## config.mk

```make
export PLATFORM = sky130hd
export DESIGN_NAME = pw_insn_decoder
export DESIGN_NICKNAME = d
export VERILOG_FILES = /design/src/rtl/pw_dec_pkg.sv /design/src/rtl/pw_byte_order.sv /design/src/rtl/pw_insn_classify.sv /design/src/rtl/pw_operand_route.sv /design/src/rtl/pw_insn_decoder.sv
export SDC_FILE = /design/constraint.sdc
export NUM_CORES = 1
export LEC_CHECK = 0
export BUFFER_PORTS_ARGS = -buffer_cell sky130_fd_sc_hd__buf_4
export CAP_MARGIN = 20
export CELL_PAD_IN_SITES_DETAIL_PLACEMENT = 1
export CELL_PAD_IN_SITES_GLOBAL_PLACEMENT = 2
export CORE_MARGIN = 5
export CORE_UTILIZATION = 22
export DETAILED_ROUTE_END_ITERATION = 10
export PLACE_DENSITY_LB_ADDON = 0.1
export SETUP_SLACK_MARGIN = 0.3
export SLEW_MARGIN = 20
export SYNTH_ARGS = -nofsm -noshare
export SYNTH_HDL_FRONTEND = slang
export SYNTH_SLANG_ARGS = --single-unit
```

## constraint.sdc

```tcl
create_clock -name vclk -period 6.9
set_input_delay 1.38 -clock vclk [all_inputs]
set_output_delay 1.38 -clock vclk [all_outputs]
set_load 0.05 [all_outputs]
```

## src/rtl/pw_dec_pkg.sv

```systemverilog
package pw_dec_pkg;

    localparam int WORD_W  = 32;
    localparam int BYTE_W  = 8;
    localparam int REG_W   = 5;
    localparam int PO_W    = 6;
    localparam int XO_W    = 10;
    localparam int IMM16_W = 16;
    localparam int LEN_W   = 4;

    typedef enum logic [3:0] {
        OP_NONE   = 4'd0,
        OP_ADD    = 4'd1,
        OP_AND    = 4'd2,
        OP_OR     = 4'd3,
        OP_LOAD   = 4'd4,
        OP_STORE  = 4'd5,
        OP_CMP    = 4'd6,
        OP_ROTATE = 4'd7,
        OP_BRANCH = 4'd8
    } op_e;

    typedef enum logic [3:0] {
        K_ILL, K_ADD_X, K_LOGIC_X, K_LD_X, K_ST_X, K_CMP,
        K_ADDI, K_ADDIS, K_LOGIC_I, K_LD_D, K_ST_D,
        K_ROT_I, K_ROT_R, K_BR_I, K_BR_B, K_BR_R
    } kind_e;

    typedef struct packed {
        logic [PO_W-1:0]    po;
        logic [REG_W-1:0]   rt;
        logic [REG_W-1:0]   ra;
        logic [REG_W-1:0]   rb;
        logic [XO_W-1:0]    xo;
        logic [REG_W-1:0]   mb;
        logic [REG_W-1:0]   me;
        logic               aa;
        logic               lsb;
        logic               wide;
        logic [IMM16_W-1:0] d16;
        logic [23:0]        li;
        logic [13:0]        bd;
    } fields_t;

    typedef struct packed {
        kind_e             kind;
        op_e               op;
        logic [LEN_W-1:0]  len;
        logic              upd;
        logic              rc_bit;
        logic              rc_force;
        logic              spr_ctr;
    } cls_t;

    function automatic fields_t split_fields(input logic [WORD_W-1:0] w);
        fields_t f;
        f.po   = w[31:26];
        f.rt   = w[25:21];
        f.ra   = w[20:16];
        f.rb   = w[15:11];
        f.xo   = w[10:1];
        f.mb   = w[10:6];
        f.me   = w[5:1];
        f.aa   = w[1];
        f.lsb  = w[0];
        f.wide = w[21];
        f.d16  = w[15:0];
        f.li   = w[25:2];
        f.bd   = w[15:2];
        return f;
    endfunction

    function automatic logic [WORD_W-1:0] sext16(input logic [IMM16_W-1:0] v);
        return {{(WORD_W-IMM16_W){v[IMM16_W-1]}}, v};
    endfunction

endpackage

```

## src/rtl/pw_byte_order.sv

```systemverilog
module pw_byte_order
    import pw_dec_pkg::*;
#(
    parameter int W  = WORD_W,
    parameter int BW = BYTE_W
) (
    input  logic [W-1:0] word_i,
    input  logic         as_is_i,
    output logic [W-1:0] word_o
);
    localparam int NB = W / BW;

    logic [W-1:0] rev;

    for (genvar b = 0; b < NB; b++) begin : g_lane
        assign rev[b*BW +: BW] = word_i[(NB-1-b)*BW +: BW];
    end

    assign word_o = as_is_i ? word_i : rev;
endmodule

```

## src/rtl/pw_insn_classify.sv

```systemverilog
module pw_insn_classify
    import pw_dec_pkg::*;
(
    input  fields_t f_i,
    output cls_t    cls_o
);
    always_comb begin
        cls_o = '{kind: K_ILL, op: OP_NONE, len: '0, upd: 1'b0,
                  rc_bit: 1'b0, rc_force: 1'b0, spr_ctr: 1'b0};
        unique case (f_i.po)
            6'd31: begin
                unique case (f_i.xo)
                    10'd266: begin cls_o.kind = K_ADD_X;   cls_o.op = OP_ADD; cls_o.rc_bit = 1'b1; end
                    10'd28:  begin cls_o.kind = K_LOGIC_X; cls_o.op = OP_AND; cls_o.rc_bit = 1'b1; end
                    10'd444: begin cls_o.kind = K_LOGIC_X; cls_o.op = OP_OR;  cls_o.rc_bit = 1'b1; end
                    10'd23:  begin cls_o.kind = K_LD_X; cls_o.op = OP_LOAD;  cls_o.len = 4'd4; end
                    10'd151: begin cls_o.kind = K_ST_X; cls_o.op = OP_STORE; cls_o.len = 4'd4; end
                    10'd0: begin
                        if (!f_i.wide) begin
                            cls_o.kind = K_CMP;
                            cls_o.op   = OP_CMP;
                        end
                    end
                    default: ;
                endcase
            end
            6'd14: begin cls_o.kind = K_ADDI;    cls_o.op = OP_ADD; end
            6'd15: begin cls_o.kind = K_ADDIS;   cls_o.op = OP_ADD; end
            6'd28: begin cls_o.kind = K_LOGIC_I; cls_o.op = OP_AND; cls_o.rc_force = 1'b1; end
            6'd24: begin cls_o.kind = K_LOGIC_I; cls_o.op = OP_OR; end
            6'd32: begin cls_o.kind = K_LD_D; cls_o.op = OP_LOAD;  cls_o.len = 4'd4; end
            6'd33: begin cls_o.kind = K_LD_D; cls_o.op = OP_LOAD;  cls_o.len = 4'd4; cls_o.upd = 1'b1; end
            6'd34: begin cls_o.kind = K_LD_D; cls_o.op = OP_LOAD;  cls_o.len = 4'd1; end
            6'd40: begin cls_o.kind = K_LD_D; cls_o.op = OP_LOAD;  cls_o.len = 4'd2; end
            6'd36: begin cls_o.kind = K_ST_D; cls_o.op = OP_STORE; cls_o.len = 4'd4; end
            6'd37: begin cls_o.kind = K_ST_D; cls_o.op = OP_STORE; cls_o.len = 4'd4; cls_o.upd = 1'b1; end
            6'd38: begin cls_o.kind = K_ST_D; cls_o.op = OP_STORE; cls_o.len = 4'd1; end
            6'd44: begin cls_o.kind = K_ST_D; cls_o.op = OP_STORE; cls_o.len = 4'd2; end
            6'd20, 6'd21: begin cls_o.kind = K_ROT_I; cls_o.op = OP_ROTATE; cls_o.rc_bit = 1'b1; end
            6'd23: begin cls_o.kind = K_ROT_R; cls_o.op = OP_ROTATE; cls_o.rc_bit = 1'b1; end
            6'd18: begin cls_o.kind = K_BR_I; cls_o.op = OP_BRANCH; end
            6'd16: begin cls_o.kind = K_BR_B; cls_o.op = OP_BRANCH; end
            6'd19: begin
                if (f_i.xo == 10'd16) begin
                    cls_o.kind = K_BR_R; cls_o.op = OP_BRANCH;
                end else if (f_i.xo == 10'd528) begin
                    cls_o.kind = K_BR_R; cls_o.op = OP_BRANCH; cls_o.spr_ctr = 1'b1;
                end
            end
            default: ;
        endcase
    end
endmodule

```

## src/rtl/pw_operand_route.sv

```systemverilog
module pw_operand_route
    import pw_dec_pkg::*;
(
    input  fields_t            f_i,
    input  cls_t               cls_i,
    output logic               rd1_en_o,
    output logic [REG_W-1:0]   rd1_sel_o,
    output logic               rd2_en_o,
    output logic [REG_W-1:0]   rd2_sel_o,
    output logic               rd3_en_o,
    output logic [REG_W-1:0]   rd3_sel_o,
    output logic               wr_en_o,
    output logic [REG_W-1:0]   wr_sel_o,
    output logic               imm_en_o,
    output logic [WORD_W-1:0]  imm_o,
    output logic               aa_o,
    output logic               lk_o,
    output logic               spr_en_o
);
    always_comb begin
        rd1_en_o = 1'b0; rd1_sel_o = '0;
        rd2_en_o = 1'b0; rd2_sel_o = '0;
        rd3_en_o = 1'b0; rd3_sel_o = '0;
        wr_en_o  = 1'b0; wr_sel_o  = '0;
        imm_en_o = 1'b0; imm_o     = '0;
        aa_o     = 1'b0; lk_o      = 1'b0;
        spr_en_o = 1'b0;
        unique case (cls_i.kind)
            K_ADD_X, K_LD_X: begin
                wr_en_o  = 1'b1; wr_sel_o  = f_i.rt;
                rd1_en_o = 1'b1; rd1_sel_o = f_i.ra;
                rd2_en_o = 1'b1; rd2_sel_o = f_i.rb;
            end
            K_LOGIC_X: begin
                wr_en_o  = 1'b1; wr_sel_o  = f_i.ra;
                rd3_en_o = 1'b1; rd3_sel_o = f_i.rt;
                rd2_en_o = 1'b1; rd2_sel_o = f_i.rb;
            end
            K_ST_X: begin
                rd3_en_o = 1'b1; rd3_sel_o = f_i.rt;
                rd1_en_o = 1'b1; rd1_sel_o = f_i.ra;
                rd2_en_o = 1'b1; rd2_sel_o = f_i.rb;
            end
            K_CMP: begin
                rd1_en_o = 1'b1; rd1_sel_o = f_i.ra;
                rd2_en_o = 1'b1; rd2_sel_o = f_i.rb;
            end
            K_ADDI, K_LD_D: begin
                wr_en_o  = 1'b1; wr_sel_o  = f_i.rt;
                rd1_en_o = 1'b1; rd1_sel_o = f_i.ra;
                imm_en_o = 1'b1; imm_o     = sext16(f_i.d16);
            end
            K_ADDIS: begin
                wr_en_o  = 1'b1; wr_sel_o  = f_i.rt;
                rd1_en_o = 1'b1; rd1_sel_o = f_i.ra;
                imm_en_o = 1'b1; imm_o     = {f_i.d16, {IMM16_W{1'b0}}};
            end
            K_LOGIC_I: begin
                wr_en_o  = 1'b1; wr_sel_o  = f_i.ra;
                rd3_en_o = 1'b1; rd3_sel_o = f_i.rt;
                imm_en_o = 1'b1; imm_o     = {{(WORD_W-IMM16_W){1'b0}}, f_i.d16};
            end
            K_ST_D: begin
                rd3_en_o = 1'b1; rd3_sel_o = f_i.rt;
                rd1_en_o = 1'b1; rd1_sel_o = f_i.ra;
                imm_en_o = 1'b1; imm_o     = sext16(f_i.d16);
            end
            K_ROT_I, K_ROT_R: begin
                wr_en_o  = 1'b1; wr_sel_o  = f_i.ra;
                rd3_en_o = 1'b1; rd3_sel_o = f_i.rt;
                if (cls_i.kind == K_ROT_R) begin
                    rd2_en_o = 1'b1; rd2_sel_o = f_i.rb;
                end
            end
            K_BR_I: begin
                imm_en_o = 1'b1;
                imm_o    = {{(WORD_W-26){f_i.li[23]}}, f_i.li, 2'b00};
                aa_o     = f_i.aa; lk_o = f_i.lsb;
            end
            K_BR_B: begin
                imm_en_o = 1'b1;
                imm_o    = {{(WORD_W-16){f_i.bd[13]}}, f_i.bd, 2'b00};
                aa_o     = f_i.aa; lk_o = f_i.lsb;
            end
            K_BR_R: begin
                spr_en_o = 1'b1;
                lk_o     = f_i.lsb;
            end
            default: ;
        endcase
    end
endmodule

```

## src/rtl/pw_insn_decoder.sv

```systemverilog
module pw_insn_decoder
    import pw_dec_pkg::*;
(
    input  logic [31:0] insn_i,
    input  logic        big_end_i,
    output logic        illegal_o,
    output logic [3:0]  op_o,
    output logic        rd1_en_o,
    output logic [4:0]  rd1_sel_o,
    output logic        rd2_en_o,
    output logic [4:0]  rd2_sel_o,
    output logic        rd3_en_o,
    output logic [4:0]  rd3_sel_o,
    output logic        wr_en_o,
    output logic [4:0]  wr_sel_o,
    output logic        imm_en_o,
    output logic [31:0] imm_o,
    output logic        rc_o,
    output logic [3:0]  ldst_len_o,
    output logic        update_o,
    output logic        lk_o,
    output logic        aa_o,
    output logic        spr_en_o,
    output logic        spr_sel_o,
    output logic [4:0]  bo_o,
    output logic [4:0]  bi_o,
    output logic [2:0]  bf_o,
    output logic [4:0]  sh_o,
    output logic [4:0]  mb_o,
    output logic [4:0]  me_o
);
    logic [WORD_W-1:0] word;
    fields_t           fld;
    cls_t              cls;

    pw_byte_order #(.W(WORD_W), .BW(BYTE_W)) u_order (
        .word_i (insn_i),
        .as_is_i(big_end_i),
        .word_o (word)
    );

    assign fld = split_fields(word);

    pw_insn_classify u_cls (
        .f_i  (fld),
        .cls_o(cls)
    );

    pw_operand_route u_route (
        .f_i      (fld),
        .cls_i    (cls),
        .rd1_en_o (rd1_en_o),
        .rd1_sel_o(rd1_sel_o),
        .rd2_en_o (rd2_en_o),
        .rd2_sel_o(rd2_sel_o),
        .rd3_en_o (rd3_en_o),
        .rd3_sel_o(rd3_sel_o),
        .wr_en_o  (wr_en_o),
        .wr_sel_o (wr_sel_o),
        .imm_en_o (imm_en_o),
        .imm_o    (imm_o),
        .aa_o     (aa_o),
        .lk_o     (lk_o),
        .spr_en_o (spr_en_o)
    );

    assign illegal_o  = (cls.kind == K_ILL);
    assign op_o       = cls.op;
    assign rc_o       = (cls.rc_bit & fld.lsb) | cls.rc_force;
    assign ldst_len_o = cls.len;
    assign update_o   = cls.upd;
    assign spr_sel_o  = cls.spr_ctr;
    assign bo_o       = fld.rt;
    assign bi_o       = fld.ra;
    assign bf_o       = fld.rt[4:2];
    assign sh_o       = fld.rb;
    assign mb_o       = fld.mb;
    assign me_o       = fld.me;
endmodule

```

== Yosys cells after proc, flatten, opt, wreduce, memory -nomap -nowiden ==
Cells that the tools add are included.
Word-level totals
  bits of input ports: 33
  logic and storage cells: 96
  output and inout port bits: 100
  bits in registers: 0
Cells by class
  multiplexer cells: 30
  bitwise gates (word level): 2
  reduce and logical (&&, ||, !) cells: 23
  equal/unequal tests: 41
Operators with widths (count)
  case mux 32 bit (5 select lines): 1
  case mux 8 bit (12 select lines): 1
  == test 6 x 5 -> 1 bit (second input constant): 9
  == test 6 bit (second input constant): 8
  case mux 7 bit (6 select lines): 1
  == test 4 bit (second input constant): 8
  two-way mux 32 bit: 1
  == test 10 x 5 -> 1 bit (second input constant): 3
  == test 10 x 9 -> 1 bit (second input constant): 2
  case mux 5 bit (2 select lines): 2
  == test 4 x 3 -> 1 bit (second input constant): 4
  two-way mux 8 bit: 2
  OR reduction 4 bit: 4
  two-way mux 5 bit: 3
  two-way mux 1 bit: 14
  OR reduction 2 bit: 7
  == test 6 x 4 -> 1 bit (second input constant): 2
  case mux 3 bit (4 select lines): 1
  OR reduction 3 bit: 4
  == test 10 bit (second input constant): 1
  == test 10 x 8 -> 1 bit (second input constant): 1
  zero test 10 bit: 1
  OR reduction 5 bit: 2
  OR reduction 9 bit: 1
  other kinds (11): 13

== Longest topological paths before layout ==
Gate-level depths: netlist (run 1).
  depth in word-level cells: 8
  mapped depth: 11
  depth with buffers taken out: 8

== Hierarchy ==
A second synthesis (run 1) with hierarchy kept.
Second synthesis, totals
  cells, all modules: 309
  area, all modules: 2419.8 um^2
By module, submodules not included
  pw_operand_route: cells an instance 169, area each 1179.9 um^2, instances 1, seq. area each 0.0 um^2
  pw_insn_classify: cells an instance 99, area each 653.1 um^2, instances 1, seq. area each 0.0 um^2
  pw_byte_order: cells an instance 36, area each 544.3 um^2, instances 1, seq. area each 0.0 um^2
  pw_insn_decoder: cells an instance 5, area each 42.5 um^2, instances 1, seq. area each 0.0 um^2

== Least setup slack after synthesis (run 1) ==
No wires, ideal clock.
  path kind: in2out
  start: input big_end_i
  end: output lk_o
  buffers on the path: 2
  required time: 5.520 ns
  data arrival time: 4.119 ns
  stages on the path: 9
  slack: 1.401 ns
  path through: buf_4 buf_4 mux2i_1 inv_1 nand2_1 o32ai_2 o2bb2ai_2 a21oi_1 a211oi_1
Between the ends
  cells in the longest elaborated chain, start to end: 8
  elaborated cells between the ends (all ways): 41
  those cells by class: eq/ne: 29; mux: 7; reduce/logical: 5
Ends and longest elaborated chain
  start, declared: line pw_insn_decoder.sv:5  | input logic big_end_i,
  two-way mux 32 bit (*): line pw_byte_order.sv:19  | assign word_o = as_is_i ? word_i : rev;
  net mb_o[0]: line pw_insn_decoder.sv:29  | output logic [4:0] mb_o,
  == test 10 bit: line pw_insn_classify.sv:46  | end else if (f_i.xo == 10'd528) begin
  two-way mux 8 bit: line pw_insn_classify.sv:46
  two-way mux 8 bit: line pw_insn_classify.sv:44  | if (f_i.xo == 10'd16) begin
  case mux 8 bit (12 select lines) (*): line pw_insn_classify.sv:10  | unique case (f_i.po)
  == test 4 bit: line pw_operand_route.sv:28  | unique case (cls_i.kind)
  OR reduction 3 bit (no source line) (*)
  two-way mux 1 bit (*): line pw_operand_route.sv:28
  end, declared: line pw_insn_decoder.sv:21  | output logic lk_o,
Mark *: on every way through the listed nets, which the timed path passes. The rest lies on a longest branch.

== Final worst setup path (run 1) ==
  start: input big_end_i
  end: output rd2_sel_o[3]
Between the ends
  cells in the longest elaborated chain, start to end: 8
  elaborated cells between the ends (all ways): 47
  those cells by class: eq/ne: 33; mux: 8; reduce/logical: 6
Ends and longest elaborated chain
  two-way mux 32 bit (*): line pw_byte_order.sv:19
  == test 10 bit: line pw_insn_classify.sv:46
  two-way mux 8 bit: line pw_insn_classify.sv:46
  two-way mux 8 bit: line pw_insn_classify.sv:44
  case mux 8 bit (12 select lines): line pw_insn_classify.sv:10
  == test 4 x 3 -> 1 bit (tied with other cells): line pw_operand_route.sv:28
  OR reduction 5 bit (no source line) (tied with other cells)
  case mux 5 bit (2 select lines) (*): line pw_operand_route.sv:28
  end, declared: line pw_insn_decoder.sv:11  | output logic [4:0] rd2_sel_o,
Mark *: on every way between the ends. The rest lies on a longest branch, timed or not.

==> results by group, run 1 <==
Power
  – Reg power frac: 0%
  – Pleak: 1.510 nW
  – Overall power: 383.6 µW
  – Switching share of total power: 72.07%
  – Net Sw Power: 276.4 µW
  – Internal power: 107.1 µW
  – Comb pwr share: 100.0%
  – Clk pwr share: 0%
  – Pwr dens: 130.6 nW/µm²
  – Peak VDD IR: 0.05826 mV

GRT
  – GR Layer Usage met3: approximately 2.8%
  – Vias in the first global route: 2,919
  – Total grt overflow: 0
  – Met2 usage: 35.93%
  – Initial antenna violation count: 0
  – Largest net degree at the start of global routing: 53
  – Tot GR Track Use: 20.03%
  – First-pass GRT wire length: 18,020 µm
  – Gr busiest metal: met2
  – GR Util met1: 25.98%

STA
  – Hold Slack: 3215 ps
  – Final Max Tran Viols: 0
  – Worst rel slew slack: 46.52%
  – Final Setup Violations: 0
  – RSZ-0062 raised after global routing: no
  – Slew @ Worst Pin: roughly 800 ps
  – Tmin final: 5893 ps
  – Hold Fails Final Rpt: 0
  – Setup_tns: 0 ps
  – Fmax: 169.7 MHz
  – Period utilisation layout: 85.40%

Job
  – Max cap viols: 0

Synthesis
  – Count of cell types in the netlist: 62
  – Yosys warning count: 0
  – Top cells by area, synth: mux2i_1 (13%), nor2_1 (9.7%), inv_1 (6.6%), a21oi_1 (4.9%), o221ai_1 (4.1%)
  – Syn_nets: about 340
  – Commonest cells post-synth: nor2_1 (50), inv_1 (34), mux2i_1 (26)
  – Synth top area share: 13.39%
  – Post-Syn Instances: 310
  – Sequential area share after synthesis: 0%
  – Leading cell type by number of instances after synthesis: nor2_1
  – Mean post-synth cell area: 6.268 µm²
  – Yosys top cell by area: mux2i_1
  – Mapped Area: 1943 µm²

Worst setup path
  – WS Path Type: in -> out
  – Worst EP required: 5520 ps
  – Crit start category: input port
  – Crit path DAT: 4510 ps
  – Worst Path Max Fanout: 52
  – CP Capture Type: primary output

Die
  – Std-Cell Core Area: 8678 µm²
  – Die footprint: 10,810 µm²
  – Initial Utilization: between 20 and 25%
  – Die height: 104.0 µm
  – I/O pin count: 133
  – Die width: 104.0 µm
  – FP Rows: 34

Layout
  – # diodes: 0
  – Multi-input gate area: about 1700 µm²
  – Clock Buffer Count: 0
  – Fill cells: 1,143
  – Seq_cells: 0
  – Share of cells above drive strength 1: between 30% and 40%
  – Area delta synth->final: 51.13%
  – Nets: ~460
  – Sequential Area: 0 µm²

Placement
  – Placer Congestion: 0.8342
  – Port Buffers: 132
  – Post-DP HPWL: 9373 µm

Drt
  – Vias per cell: 5.364
  – Number of remaining DRC errors: 0
  – Routed wire per std cell: 21.35 µm
  – Total wire length: around 11,000 µm
  – First-pass iteration count of the detailed router: 4
  – Total number of vias: between 2k and 3k
  – Final ANT Viol Nets: 0
  – 1st-iter DRT viols: 245

Hold path
  – HP Class: in -> out

CTS
  – CTS-repair resized insts: 0
  – Hold Buf Count CTS: 0
  – Postcts setup bufs: 0

Status
  – Status: finished, final reports clean
-- power by group through the flow --
stage                     Clock (mW)  Combinational, mW  Sequential, mW
final                              0              0.384               0
after global routing               0              0.404               0
after CTS                          0              0.385               0
after detailed placement           0              0.384               0
after global placement             0              0.384               0
after floorplan                    0              0.263               0
-- layer usage --
metal  share of wire, %  up-vias
met3                5.3       12
met1                 43     1376
met2                 50       90
met4                1.7        0
met5                  0        -
li1                   -     1365
-- layout by cell type (no fill, tap or decap), types with 2 or more instances in the layout --
cell and instances:
o211ai_1 4, and3b_1 4, nand3b_1 3, o221ai_1 9, mux2_2 3, and2_1 2, a211oi_1 2, inv_1 34
nor2_1 50, buf_4 133, nand3_1 8, o22ai_1 12, mux2i_1 26, nand4b_1 2, nor3b_1 9, a211oi_2 2
nor3_1 10, a211o_1 2, or2_2 2, a32o_1 2, a31o_2 2, and4_1 2, a32oi_1 5, a21oi_1 19
nand2_1 20, nor2b_1 2, nor4b_1 2, and3_1 2, or2_1 3, o21ai_0 15, o21a_1 2, o31a_1 2
nor4_1 2, nor3b_2 2
-- kinds of logic after synthesis --
logic type	Yosys count	synth area share, %
other	1	0.1930
AOI/OAI and AO/OA	93	35.03
and+or+nand+nor	130	34.96
muxes	30	15.84
buffers and inverters	56	13.97
-- cell type report --
class | count | area share [%]
Timing Repair Buffer | 133 | 34.00
Inverter | 35 | 4.474
Multi-Input combinational cell | 254 | 56.92
Tap cell | 108 | 4.602
-- path summary, 6_finish.rpt --
check	endpoint	cells past startpoint	slack, ps	startpoint
worst min-delay path	sh_o[0]	4	3210	insn_i[19]
worst max-delay path	rd2_sel_o[3]	10	1010	big_end_i
-- worst max-delay path, stage by stage --
cell and delay [ps]:
buf_4 440, buf_4 420, nor4b_1 270, o22ai_1 150, or4_4 540, clkinv_1 120, a211oi_2 70, a31oi_1 690
a21oi_1 180, buf_4 230
-- stage by stage --
step	std cells	worst slack (ps)	util [%]	area (µm²)
6_report	530	1007	33.84	2937
3_3_place_gp	530	1113	33.84	2937
2_1_floorplan	310	1401	-	1943
5_1_grt	530	765.0	33.84	2937
3_5_place_dp	530	1075	33.84	2937
4_1_cts	530	1057	33.84	2937
Note: power is estimated with default switching activity, not from simulation.
==> run 2: changes to the inputs <==
--- a/config.mk
+++ b/config.mk
@@ -11,2 +11,3 @@
 export CELL_PAD_IN_SITES_GLOBAL_PLACEMENT = 2
+export CORE_ASPECT_RATIO = 0.5
 export CORE_MARGIN = 5
==> constraint.sdc (replaced) <==
create_clock -name vclk -period 6.9
set_input_delay 0.345 -clock vclk [all_inputs]
set_output_delay 0.345 -clock vclk [all_outputs]
set_load 0.05 [all_outputs]
==> results by group, run 2 (same netlist as run 1, synthesis figures left out) <==
Layout
  – Area delta synth->final: 51.32%
  – Final instance area: 2940 µm² (+0.13%)
  – Sequential Area: 0 µm² (unchanged)
  – Clock Buffer Count: 0 (unchanged)
  – Fill cells: 1,125 (-1.6%)
  – Seq_cells: 0 (unchanged)
  – Commonest non-fill, non-tap cells in the layout: buf_4 (132), nor2_1 (50), inv_1 (34), mux2i_1 (26), nand2_1 (20)
  – Share of cells above drive strength 1: 35.87% (-0.15 points)
  – Nets: 456 (-0.22%)
  – # diodes: 0 (unchanged)
  – Commonest non-fill, non-tap cell in the layout: buf_4
  – Non-Filler Instances: 538 (+1.5%)
  – Multi-input gate area: 1672 µm² (unchanged)

Drt
  – Final ANT Viol Nets: 0 (unchanged)
  – Total number of vias: 2,909 (+2.3%)
  – First-pass iteration count of the detailed router: 4 (unchanged)
  – Total wire length: 11,690 µm (+3.3%)
  – Routed wire per std cell: 21.73 µm (+1.8%)
  – Vias per cell: 5.407 (+0.80%)
  – Number of remaining DRC errors: 0 (unchanged)
  – 1st-iter DRT viols: 149 (-39%)

Power
  – Internal power: 107.0 µW (-0.11%)
  – Comb pwr share: 100.0% (about the same)
  – Pwr dens: 131.1 nW/µm² (+0.34%)
  – Peak VDD IR: 0.07082 mV (+22%)
  – Pleak: 1.505 nW (-0.32%)
  – Clk pwr share: 0% (unchanged)
  – Reg power frac: 0% (unchanged)
  – Switching share of total power: 72.23% (+0.16 points)
  – Net Sw Power: 278.3 µW (+0.69%)

STA
  – Final Setup Violations: 0 (unchanged)
  – Setup_tns: 0 ps (unchanged)
  – Tmin final: 3779 ps (-2113 ps)
  – Slew @ Worst Pin: 853.8 ps (+55.31 ps)
  – Worst rel slew slack: 43.08% (-3.4 points)
  – Hold Fails Final Rpt: 0 (unchanged)
  – Fmax: 264.6 MHz (+56%)
  – Final Max Tran Viols: 0 (unchanged)
  – Period utilisation layout: 54.77% (-31 points)
  – RSZ-0062 raised after global routing: no

Placement
  – Placer Congestion: 0.8310 (-0.38%)
  – Post-DP HPWL: 9717 µm (+3.7%)
  – Placed insts: 538 (+1.5%)
  – Placement-stage cell area: 2940 µm² (+0.13%)
  – Port Buffers: 132 (unchanged)

GRT
  – First-pass GRT wire length: 17,910 µm (-0.65%)
  – Tot GR Track Use: 20.26% (+0.24 points)
  – Largest net degree at the start of global routing: 76 (+43%)
  – Vias in the first global route: 3,031 (+3.8%)
  – Initial antenna violation count: 0 (unchanged)
  – Total grt overflow: 0 (unchanged)

Worst setup path
  – Worst EP required: 6550 ps (+1030 ps)
  – Crit start category: input port
  – CP Capture Type: primary output
  – Crit path DAT: 3430 ps (-1080 ps)
  – WS Path Type: in -> out
  – Crit path from: big_end_i
  – Critical path capture point: wr_sel_o[4]
  – Worst Path Max Fanout: 75 (+44%)

Die
  – Die height: 76.46 µm (-26%)
  – I/O pin count: 133 (unchanged)
  – Initial Utilization: 22.47% (+0.078 points)
  – Die width: 142.9 µm (+37%)
  – Die footprint: 10,930 µm² (+1.1%)
  – Std-Cell Core Area: 8648 µm² (-0.35%)
  – FP Rows: 24 (-29%)

CTS
  – Hold Buf Count CTS: 0 (unchanged)
  – CTS-repair resized insts: 0 (unchanged)
  – Postcts setup bufs: 0 (unchanged)

Status
  – Status: finished, final reports clean

Hold path
  – HP Class: in -> out

Job
  – Max cap viols: 0 (unchanged)
run 2: cell count changes in the layout (fill, tap and decap cells not counted):
cell,change
buf_4,-1
run 2: per-stage QoR:
step	worst slack, ps	hold slack, ps	util [%]	total power [mW]
final	3121	1138	34.00	0.3854
after global routing	2887	1183	34.00	0.4052
after CTS	3123	1145	34.00	0.3874
after detailed placement	3097	1144	34.00	0.3866
after global placement	3185	1139	34.00	0.3847
after floorplan	3471	1067	-	0.2635
run 2: cell type report:
cell class	count	share of cell area, %
Multi-Input combinational cell	254	56.85
Timing Repair Buffer	132	33.70
Tap cell	117	4.979
Inverter	35	4.468
run 2: critical path, cell delays in order:
cell and delay [ps]:
buf_4 640, mux2i_1 660, o21ai_1 270, or2_1 330, nand4_1 160, a21oi_1 90
a211oi_2 540, o22ai_1 160, buf_4 220
run 2: per-layer routing:
| metal | track usage, % | up-vias | wire length [µm] |
|---|---|---|---|
| li1 | - | 1367 | - |
| met2 | 31.74 | 104 | 5148 |
| met4 | 0.5693 | 0 | 21 |
| met3 | 4.765 | 2 | 963 |
| met1 | 29.55 | 1436 | 5556 |
| met5 | 0 | - | 0 |
run 2: worst min path at each step:
stage	from	endpoint	slack (ps)	depth (start not counted)
floorplan	insn_i[9]	mb_o[3]	1070	2
global placement	insn_i[19]	sh_o[0]	1140	4
detailed placement	insn_i[19]	sh_o[0]	1140	4
CTS	insn_i[19]	sh_o[0]	1140	4
global route	insn_i[19]	sh_o[0]	1180	4
finish	insn_i[19]	sh_o[0]	1140	4
run 2: power groups by stage:
stage	logic (mW)	clock network, mW	registers (mW)
2_1_floorplan	0.263	0	0
3_3_place_gp	0.385	0	0
3_5_place_dp	0.387	0	0
4_1_cts	0.387	0	0
5_1_grt	0.405	0	0
6_report	0.385	0	0
==> run 3: changes to the inputs <==
CORE_UTILIZATION = 20   (was 22)
clock period = 3.5 ns   (was 6.9 ns; I/O delays follow)
==> results by group, run 3 (same netlist as run 1, synthesis figures left out) <==
Die
  – Std-Cell Core Area: 9447 µm² (+9.2%)
  – Die width: 149.4 µm (+4.5%)
  – Die footprint: 11,910 µm² (+9.0%)
  – Initial Utilization: 20.57% (-1.9 points)
  – FP Rows: 25 (+4.2%)
  – Die height: 79.70 µm (+4.2%)
  – I/O pin count: 133 (unchanged)

GRT
  – First-pass GRT wire length: 17,620 µm (-1.6%)
  – Initial antenna violation count: 0 (unchanged)
  – Total grt overflow: 0 (unchanged)
  – Largest net degree at the start of global routing: 66 (-13%)
  – Tot GR Track Use: 18.52% (-1.7 points)
  – Vias in the first global route: 2,988 (-1.4%)

Layout
  – Share of cells above drive strength 1: 37.88% (+2.0 points)
  – # diodes: 0 (unchanged)
  – Area delta synth->final: 58.02%
  – Nets: 468 (+2.6%)
  – Seq_cells: 0 (unchanged)
  – Sequential Area: 0 µm² (unchanged)
  – Commonest non-fill, non-tap cell in the layout: buf_4
  – Commonest non-fill, non-tap cells in the layout: buf_4 (143), nor2_1 (50), inv_1 (34), mux2i_1 (26), nand2_1 (20)
  – Clock Buffer Count: 0 (unchanged)
  – Fill cells: 1,251 (+11%)

STA
  – Worst rel slew slack: 58.88% (+16 points)
  – RSZ-0062 raised after global routing: no
  – Final Setup Violations: 0 (unchanged)
  – Setup_tns: 0 ps (unchanged)
  – Final Max Tran Viols: 0 (unchanged)
  – Slew @ Worst Pin: 599.6 ps (-254.2 ps)
  – Hold Fails Final Rpt: 0 (unchanged)
  – Period utilisation layout: 84.91%
  – Tmin final: 2972 ps
  – Fmax: 336.5 MHz
  – Worst setup margin: 528.2 ps (-2592 ps)

Worst setup path
  – Crit path DAT: 2800 ps (-630 ps)
  – Slowest CP cell: or4_4
  – Worst EP required: 3320 ps (-3230 ps)
  – WS Path Type: in -> out
  – Worst Path Max Fanout: 65 (-13%)
  – CP Cell Sequence: buf_6, and3b_1, o22ai_1, or4_4, clkinv_1, nor2_1, o2111a_2, a211oi_4, nor2_1, buf_4
  – Crit path from: big_end_i
  – CP Capture Type: primary output
  – Most used cell, CP: nor2_1
  – Crit-path max cell delay: 620 ps (-40 ps)
  – Crit start category: input port

Drt
  – Top Layer Used: met4
  – Routed wire per std cell: 20.55 µm (-5.4%)
  – Number of remaining DRC errors: 0 (unchanged)
  – Total wire length: 11,670 µm (-0.14%)
  – 1st-iter DRT viols: 147 (-1.3%)
  – Met2 WL: 4974 µm (-3.4%)
  – First-pass iteration count of the detailed router: 4 (unchanged)
  – Total number of vias: 2,891 (-0.62%)
  – Routed met1 length: 5711 µm (+2.8%)
  – Vias per cell: 5.090 (-5.9%)
  – Final ANT Viol Nets: 0 (unchanged)
  – Routed met3 length: 962 µm (-0.10%)

Power
  – Pwr dens: 253.7 nW/µm² (+94%)
  – Switching share of total power: 71.10% (-1.1 points)
  – Clk pwr share: 0% (unchanged)
  – Pleak: 1.566 nW (+4.1%)
  – Comb pwr share: 100.0% (about the same)
  – Internal power: 225.2 µW (+110%)
  – Reg power frac: 0% (unchanged)
  – Net Sw Power: 553.9 µW (+99%)
  – Peak VDD IR: 0.1212 mV (+71%)
  – Overall power: 779.1 µW (+100%)

Placement
  – Post-DP HPWL: 9785 µm (+0.70%)
  – Dpl ws: 358.5 ps (-2738 ps)
  – Placer Congestion: 0.8985 (+8.1%)
  – Port Buffers: 132 (unchanged)

Hold path
  – Hold EP: sh_o[0]
  – HP Class: in -> out
  – Hold Startpoint: insn_i[19]
  – Hold Crit Depth: 4 (unchanged)

Status
  – Status: finished, final reports clean

Job
  – Max cap viols: 0 (unchanged)
run 3: worst max-delay path: cells and delay by family:
kind / cells / cell delay [ps]
compound gates: 3 / 800
buf+inv: 3 / 720
simple gates: 4 / 1070
run 3: area by class of cell:
| class | instances | area, µm² | share of cell area (%) |
|---|---|---|---|
| Multi-Input combinational cell | 254 | 1685 | 54.89 |
| Timing Repair Buffer | 144 | 1085 | 35.33 |
| Tap cell | 135 | 168.9 | 5.501 |
| Inverter | 35 | 131.4 | 4.279 |
run 3: power by group through the flow:
stage | clock (mW) | combinational, mW | sequential (mW)
2_1_floorplan | 0 | 0.519 | 0
3_3_place_gp | 0 | 0.776 | 0
3_5_place_dp | 0 | 0.779 | 0
4_1_cts | 0 | 0.781 | 0
5_1_grt | 0 | 0.823 | 0
6_report | 0 | 0.779 | 0
run 3: per-stage QoR:
step	cells	cell area (µm²)	hold slack [ps]	utilization (%)
finish	568	3070	829.0	32.50
global route	568	3070	866.9	32.50
CTS	568	3053	828.1	32.32
detailed placement	568	3053	828.1	32.32
global placement	568	3053	821.2	32.32
floorplan	310	1943	727.2	-
run 3: per-layer routing:
metal / up-vias / track usage [%]
li1: 1383 / -
met1: 1412 / 27.53
met2: 94 / 28.51
met3: 2 / 4.197
met4: 0 / 0.5479
met5: - / 0
run 3: repair_timing:
action | 4_1_cts | 5_1_grt
hold buffers | 0 | 0
setup endpoints to repair | 0 | 29
setup buffers | 0 | 0
resized for setup | 0 | 3
endpoints found under the hold margin | 0 | 0
run 3: worst max-delay path by stage:
stage                               to  slack [ps]
after detailed placement  rd1_sel_o[0]         360
after global routing      rd1_sel_o[0]         320
after floorplan                   lk_o         410
final                     rd1_sel_o[0]         530
after global placement    rd1_sel_o[0]         450
after CTS                 rd1_sel_o[0]         350
